$ cat src/rtl/odc_pkg.sv
package odc_pkg;

    localparam int DW     = 8;
    localparam int ADDR_W = 4;

    localparam logic [ADDR_W-1:0] A_FCFG = 4'd3;
    localparam logic [ADDR_W-1:0] A_IEN  = 4'd4;
    localparam logic [ADDR_W-1:0] A_OUT  = 4'd6;
    localparam logic [ADDR_W-1:0] A_FEN  = 4'd7;
    localparam logic [ADDR_W-1:0] A_CLR  = 4'd12;
    localparam logic [ADDR_W-1:0] A_PCTL = 4'd14;
    localparam logic [ADDR_W-1:0] A_PVAL = 4'd15;

    localparam int IRQ_OVC = 0;
    localparam int IRQ_TMP = 1;
    localparam int NIRQ    = 2;

    localparam int GRP     = 4;
    localparam int EXP_W   = 3;

    typedef struct packed {
        logic       en;
        logic       pol;
        logic [2:0] sel;
    } pctl_t;

    typedef struct packed {
        logic             sys;
        logic [EXP_W-1:0] expo;
    } grp_cfg_t;

endpackage

$ cat src/rtl/odc_regs.sv
module odc_regs
    import odc_pkg::*;
#(
    parameter int NCH = 8
) (
    input  logic              clk,
    input  logic              rst_n,
    input  logic              wr_en,
    input  logic [ADDR_W-1:0] wr_addr,
    input  logic [DW-1:0]     wr_data,
    output logic [NCH-1:0]    stat_o,
    output logic [NCH-1:0]    fen_o,
    output logic [DW-1:0]     fcfg_o,
    output logic [NIRQ-1:0]   ien_o,
    output pctl_t             pctl_o,
    output logic [DW-1:0]     pval_o,
    output logic [NIRQ-1:0]   clr_o
);

    typedef struct packed {
        logic [NCH-1:0]  stat;
        logic [NCH-1:0]  fen;
        logic [DW-1:0]   fcfg;
        logic [NIRQ-1:0] ien;
        pctl_t           pctl;
        logic [DW-1:0]   pval;
    } regs_t;

    regs_t r_d, r_q;

    always_comb begin
        r_d = r_q;
        if (wr_en) begin
            case (wr_addr)
                A_OUT:   r_d.stat = wr_data[NCH-1:0];
                A_FEN:   r_d.fen  = wr_data[NCH-1:0];
                A_FCFG:  r_d.fcfg = wr_data;
                A_IEN:   r_d.ien  = wr_data[NIRQ-1:0];
                A_PCTL:  r_d.pctl = pctl_t'(wr_data[4:0]);
                A_PVAL:  r_d.pval = wr_data;
                default: ;
            endcase
        end
    end

    always_ff @(posedge clk) begin
        if (!rst_n) r_q <= '0;
        else        r_q <= r_d;
    end

    assign stat_o = r_q.stat;
    assign fen_o  = r_q.fen;
    assign fcfg_o = r_q.fcfg;
    assign ien_o  = r_q.ien;
    assign pctl_o = r_q.pctl;
    assign pval_o = r_q.pval;
    assign clr_o  = (wr_en && wr_addr == A_CLR) ? wr_data[NIRQ-1:0] : '0;

endmodule

$ cat src/rtl/odc_flash.sv
module odc_flash
    import odc_pkg::*;
#(
    parameter int NGRP = 2
) (
    input  logic              clk,
    input  logic              rst_n,
    input  logic              flash_clk_i,
    input  logic [NGRP*GRP-1:0] fcfg_i,
    output logic [NGRP-1:0]   wave_o
);

    localparam int DIV_W = 1 << EXP_W;

    typedef struct packed {
        logic [1:0]       sync;
        logic [DIV_W-1:0] div;
    } fl_t;

    fl_t f_d, f_q;

    always_comb begin
        f_d      = f_q;
        f_d.sync = {f_q.sync[0], flash_clk_i};
        f_d.div  = f_q.div + 1'b1;
    end

    always_ff @(posedge clk) begin
        if (!rst_n) f_q <= '0;
        else        f_q <= f_d;
    end

    for (genvar g = 0; g < NGRP; g++) begin : g_grp
        grp_cfg_t cfg;
        assign cfg       = grp_cfg_t'(fcfg_i[g*GRP +: GRP]);
        assign wave_o[g] = cfg.sys ? f_q.div[cfg.expo] : f_q.sync[1];
    end

endmodule

$ cat src/rtl/odc_pwm.sv
module odc_pwm
    import odc_pkg::*;
#(
    parameter int NCH   = 8,
    parameter int VAL_W = 8,
    parameter int PRE_W = 4
) (
    input  logic             clk,
    input  logic             rst_n,
    input  pctl_t            pctl_i,
    input  logic [VAL_W-1:0] pval_i,
    output logic [NCH-1:0]   mask_o,
    output logic             level_o
);

    localparam int CNT_W = VAL_W + PRE_W;

    typedef struct packed {
        logic [CNT_W-1:0] cnt;
    } pw_t;

    pw_t p_d, p_q;
    logic active;

    always_comb begin
        p_d     = p_q;
        p_d.cnt = p_q.cnt + 1'b1;
    end

    always_ff @(posedge clk) begin
        if (!rst_n) p_q <= '0;
        else        p_q <= p_d;
    end

    assign active  = p_q.cnt[CNT_W-1:PRE_W] < pval_i;
    assign level_o = pctl_i.pol ? active : ~active;

    for (genvar c = 0; c < NCH; c++) begin : g_mask
        assign mask_o[c] = pctl_i.en && (32'(pctl_i.sel) == c);
    end

endmodule

$ cat src/rtl/odc_fault.sv
module odc_fault
    import odc_pkg::*;
#(
    parameter int NCH      = 8,
    parameter int SHUT_DLY = 64
) (
    input  logic            clk,
    input  logic            rst_n,
    input  logic [NCH-1:0]  ovc_i,
    input  logic            temp_hot_i,
    input  logic [NIRQ-1:0] ien_i,
    input  logic [NIRQ-1:0] clr_i,
    output logic            irq_o,
    output logic            shut_o
);

    localparam int CW = $clog2(SHUT_DLY);

    typedef struct packed {
        logic [NIRQ-1:0] pend;
        logic [NCH-1:0]  ovc_prev;
        logic            hot_prev;
        logic [CW-1:0]   hot_cnt;
        logic            shut;
    } ft_t;

    ft_t t_d, t_q;

    always_comb begin
        t_d          = t_q;
        t_d.ovc_prev = ovc_i;
        t_d.hot_prev = temp_hot_i;
        t_d.pend     = t_q.pend & ~clr_i;
        if (ien_i[IRQ_OVC] && |(ovc_i & ~t_q.ovc_prev))
            t_d.pend[IRQ_OVC] = 1'b1;
        if (ien_i[IRQ_TMP] && temp_hot_i && !t_q.hot_prev)
            t_d.pend[IRQ_TMP] = 1'b1;
        if (temp_hot_i) begin
            if (t_q.hot_cnt == CW'(SHUT_DLY - 1)) t_d.shut = 1'b1;
            else                                  t_d.hot_cnt = t_q.hot_cnt + 1'b1;
        end else begin
            t_d.hot_cnt = '0;
            t_d.shut    = 1'b0;
        end
    end

    always_ff @(posedge clk) begin
        if (!rst_n) t_q <= '0;
        else        t_q <= t_d;
    end

    assign irq_o  = |t_q.pend;
    assign shut_o = t_q.shut;

endmodule

$ cat src/rtl/out_drive_ctrl.sv
module out_drive_ctrl
    import odc_pkg::*;
#(
    parameter int NCH      = 8,
    parameter int VAL_W    = 8,
    parameter int PRE_W    = 4,
    parameter int SHUT_DLY = 64
) (
    input  logic              clk,
    input  logic              rst_n,
    input  logic              wr_en,
    input  logic [ADDR_W-1:0] wr_addr,
    input  logic [DW-1:0]     wr_data,
    input  logic              out_en_i,
    input  logic              flash_clk_i,
    input  logic [NCH-1:0]    ovc_i,
    input  logic              temp_hot_i,
    output logic [NCH-1:0]    drive_o,
    output logic              irq_o
);

    localparam int NGRP = NCH / GRP;

    logic [NCH-1:0]  stat_bits, fen_bits, pwm_mask, base, src;
    logic [DW-1:0]   fcfg;
    logic [NIRQ-1:0] ien, clr;
    pctl_t           pctl;
    logic [DW-1:0]   pval;
    logic [NGRP-1:0] wave;
    logic            pwm_level, shut;

    odc_regs #(.NCH(NCH)) u_regs (
        .clk(clk), .rst_n(rst_n), .wr_en(wr_en), .wr_addr(wr_addr), .wr_data(wr_data),
        .stat_o(stat_bits), .fen_o(fen_bits), .fcfg_o(fcfg), .ien_o(ien),
        .pctl_o(pctl), .pval_o(pval), .clr_o(clr)
    );

    odc_flash #(.NGRP(NGRP)) u_flash (
        .clk(clk), .rst_n(rst_n), .flash_clk_i(flash_clk_i),
        .fcfg_i(fcfg[NGRP*GRP-1:0]), .wave_o(wave)
    );

    odc_pwm #(.NCH(NCH), .VAL_W(VAL_W), .PRE_W(PRE_W)) u_pwm (
        .clk(clk), .rst_n(rst_n), .pctl_i(pctl), .pval_i(pval[VAL_W-1:0]),
        .mask_o(pwm_mask), .level_o(pwm_level)
    );

    odc_fault #(.NCH(NCH), .SHUT_DLY(SHUT_DLY)) u_fault (
        .clk(clk), .rst_n(rst_n), .ovc_i(ovc_i), .temp_hot_i(temp_hot_i),
        .ien_i(ien), .clr_i(clr), .irq_o(irq_o), .shut_o(shut)
    );

    for (genvar c = 0; c < NCH; c++) begin : g_ch
        assign base[c] = stat_bits[c] & (fen_bits[c] ? wave[c / GRP] : 1'b1);
        assign src[c]  = pwm_mask[c] ? pwm_level : base[c];
    end

    typedef struct packed {
        logic [NCH-1:0] drive;
    } top_t;

    top_t s_d, s_q;

    always_comb begin
        s_d       = s_q;
        s_d.drive = src & ~ovc_i & {NCH{out_en_i & ~shut}};
    end

    always_ff @(posedge clk) begin
        if (!rst_n) s_q <= '0;
        else        s_q <= s_d;
    end

    assign drive_o = s_q.drive;

endmodule

$ cat config.mk
export PLATFORM = sky130hd
export DESIGN_NAME = out_drive_ctrl
export DESIGN_NICKNAME = d
export VERILOG_FILES = /design/src/rtl/odc_pkg.sv /design/src/rtl/odc_regs.sv /design/src/rtl/odc_flash.sv /design/src/rtl/odc_pwm.sv /design/src/rtl/odc_fault.sv /design/src/rtl/out_drive_ctrl.sv
export SDC_FILE = /design/constraint.sdc
export NUM_CORES = 1
export LEC_CHECK = 0
export CORE_ASPECT_RATIO = 1.2
export CORE_MARGIN = 3
export CORE_UTILIZATION = 57
export CTS_CLUSTER_SIZE = 30
export DETAILED_ROUTE_END_ITERATION = 8
export PLACE_DENSITY = 0.82
export SLEW_MARGIN = 20
export SYNTH_ARGS = -nofsm -noshare
export SYNTH_HDL_FRONTEND = slang
export SYNTH_SLANG_ARGS = --single-unit
$ cat constraint.sdc
create_clock -name clk -period 2.3 [get_ports clk]
set_clock_uncertainty 0.1 [all_clocks]
set_input_delay 0.69 -clock clk [delete_from_list [all_inputs] [get_ports clk]]
set_output_delay 0.69 -clock clk [all_outputs]
set_load 0.02 [all_outputs]
==> key figures <==
Run status
  • Status: completed

Logic synthesis
  • Mapped Nets: 419
  • Distinct cells, synth: 42
  • Synth async-reset ratio: 0%
  • Mapped Area: 3850 µm²
  • Number of flops mapped to enable cells by yosys: 0
  • Register area share after synthesis: 45.3%
  • Avg Synthesized Cell Area: 10.0 µm²
  • Cells after synthesis: 383
  • Top_reg_cell synth: dfxtp_1
  • FF+latch count, synth: 87
  • Yosys warns: 0

Clock network
  • Clk slew on worst S/H paths: 0.08 ns
  • CTS sink cnt: 87
  • Postcts setup bufs: 0
  • Clock Tree Root: clkbuf_8
  • TritonCTS Buffers: 9
  • H-Tree Depth: 3
  • Hold Buf Count CTS: 0
  • Clk_lat worst skew: 0.36 ns
  • Clock Path Buffers: 2
  • CTS tree: yes

Layout
  • Ant. Diodes: 0
  • Commonest non-fill, non-tap cell in the layout: dfxtp_1
  • Share of layout cells above drive strength 1: 8.78%
  • Most frequent cells in the layout: dfxtp_1, nor2b_1, mux2i_1
  • Synthesis-to-finish area growth: 20.3%
  • Layout Nets: 464
  • Final instance area: 4630 µm²
  • Fillcell total: 491

Setup path
  • Critical path arrival: 1.31 ns
  • Reg-to-Reg Start: u_regs.pval_o[1]
  • Worst r2r path cells: 6
  • Type of the worst setup path: register to output port
  • CP max FO: 2
  • Critical path required time: 1.51 ns
  • Startpoint types: register
  • Critical Path Source: u_fault.t_q[17]
  • Setup crit end kind: output port

Global routing
  • Vias in the first global route: 2839
  • Largest net degree at the start of global routing: 51
  • First-pass GRT wire length: 13.3 mm
  • Gr usage total: 22.6%
  • Congestion Overflow GR: 0
  • Initial antenna violation count: 0

Placement
  • Placed inst area: 4370 µm²
  • GP Congestion: 0.877
  • Post-DP HPWL: 5.85 mm
  • Port Buffers: 34

Hold path
  • Worst hold path depth: 1
  • Hold Startpoint: u_flash.f_d[9]
  • Worst Hold Class: register to register

Power and ir drop
  • Worst VDD drop: 344 µV
  • PwrDens: 664 nW/µm²
  • Leakage: 1.73 nW

Job
  • Max cap viols: 0

Detailed routing
  • Number of DRC markers in iteration 0: 157
  • Vias/cell: 5.57
  • Routed wire length per instance: 15.9 µm
  • Antenna violation net count after detailed routing: 0
  • Vias: 2886
  • Pre-antenna DRT Iters: 4
  • # DRC: 0
  • Total Routed Length: 8.22 mm

Floorplanning
  • Die X: 81 µm
  • Initial Util: 59.3%
  • I/O Pins: 35
  • Die area: 7780 µm²
  • Die Height: 96 µm
  • Row count: 32
  • Core area: 6490 µm²

Timing
  • Min Tclk post-route: 2.10 ns
  • # setup viols final: 0
  • Tcrit/Tclk final: 91.3%
  • Final Max Tran Viols: 0
  • RSZ-0062 raised after global routing: no
  • Actual slew at the worst max-slew pin: 0.481 ns
  • Relative slew slack: 67.9%
  • Fin. Hold Viols: 0
  • Peak Freq: 0.476 GHz
  • Setup_tns: 0 ns
[stage by stage]
step	total power, mW	setup slack (ns)	cells	hold slack, ns	util [%]
detailed placement	1.79	-0.0113	502	0.319	67.3
global placement	1.79	0.00174	502	0.316	67.3
CTS	3.09	0.0302	518	0.350	71.2
finish	3.07	0.200	518	0.348	71.4
global route	3.18	0.158	518	0.370	71.4
floorplan	1.69	0.348	383	0.312	-
[cell type report]
cell class              instances  area, µm²  share of cell area, %
clock buffers                  10        138                   2.97
clock inverters                 6        116                   2.51
inverters                      16       60.1                   1.30
well taps                      85        106                   2.30
repair buffers                 46        454                   9.81
multi-input cells             268       2010                   43.5
flip-flops and latches         87       1740                   37.6
[worst max-delay path, stage by stage, from the launching register on]
cell and delay [ns]:
dfxtp_1 0.32, or2_2 0.31, dlygate4sd2_1 0.33
[sequential cells by signal (all words and copies together) (netlist names), 2 cells and up]
name / cells
u_flash.f_q: 9
u_regs.pval_o: 8
u_regs.fen_o: 8
u_pwm.p_q: 12
u_fault.t_q: 17
u_regs.ien_o: 2
u_regs.pctl_o: 5
u_regs.stat_o: 8
drive_o: 8
u_regs.fcfg_o: 8
[synth_stat cells (all sizes together), types with 2 or more instances]
cell type | number | area [µm²]
mux2i | 42 | 445
nor3 | 7 | 35.0
and3 | 3 | 18.8
and2 | 26 | 163
mux2 | 2 | 22.5
a31oi | 2 | 12.5
a21o | 4 | 30.0
ha | 10 | 125
inv | 16 | 60.1
nand2 | 15 | 56.3
clkbuf | 10 | 37.5
nand3 | 17 | 85.1
a21boi | 2 | 15.0
nand3b | 4 | 30.0
mux4 | 4 | 105
o22ai | 4 | 25.0
xnor2 | 10 | 87.6
buf | 2 | 10.0
o21ai | 2 | 10.0
a21oi | 10 | 50.1
nand4 | 8 | 50.1
nor2 | 18 | 75.1
dfxtp | 87 | 1740
nor2b | 45 | 282
xor2 | 8 | 70.1
nor3b | 2 | 15.0
or3 | 2 | 12.5
a31o | 5 | 43.8
nor4b | 4 | 35.0
nand2b | 2 | 12.5
[routing by layer]
| layer | wire length, µm | vias up | track usage [%] |
|---|---|---|---|
| li1 | - | 1416 | - |
| met4 | 211 | 0 | 10.8 |
| met3 | 417 | 17 | 3.93 |
| met5 | 0 | - | 0 |
| met1 | 3550 | 1361 | 27.1 |
| met2 | 4040 | 92 | 39.0 |
[power by group]
group | internal [mW] | total [mW] | switching (mW)
combinational | 0.106 | 0.203 | 0.0976
sequential | 1.54 | 1.56 | 0.0227
clock | 0.759 | 1.31 | 0.553
total | 2.40 | 3.07 | 0.673
[final timing paths]
kind,to,slack (ns)
max,irq_o,0.20
min,u_flash.f_q[9],0.35
max reg2reg,drive_o[0],0.24
min reg2reg,u_flash.f_q[9],0.35
[kinds of logic (layout without fill, tap and decap cells)]
family / count (synthesis) / after routing / share of synthesized area, %
AO/OA/AOI/OAI: 36 / 36 / 6.44
XOR/XNOR: 18 / 18 / 4.10
adder cells (fa/ha/maj): 10 / 10 / 3.25
buffers and inverters: 28 / 78 / 2.80
flip-flops: 87 / 87 / 45.3
multiplexers: 48 / 48 / 14.9
AND/OR/NAND/NOR: 156 / 156 / 23.3
[what timing repair did]
item / in CTS / in global routing
hold endpoints to repair: 0 / 0
pin swaps: 0 / 0
cloned: 0 / 0
resized for setup: 1 / 1
setup endpoints to repair: 1 / 5
(Power assumes the default switching activity.)
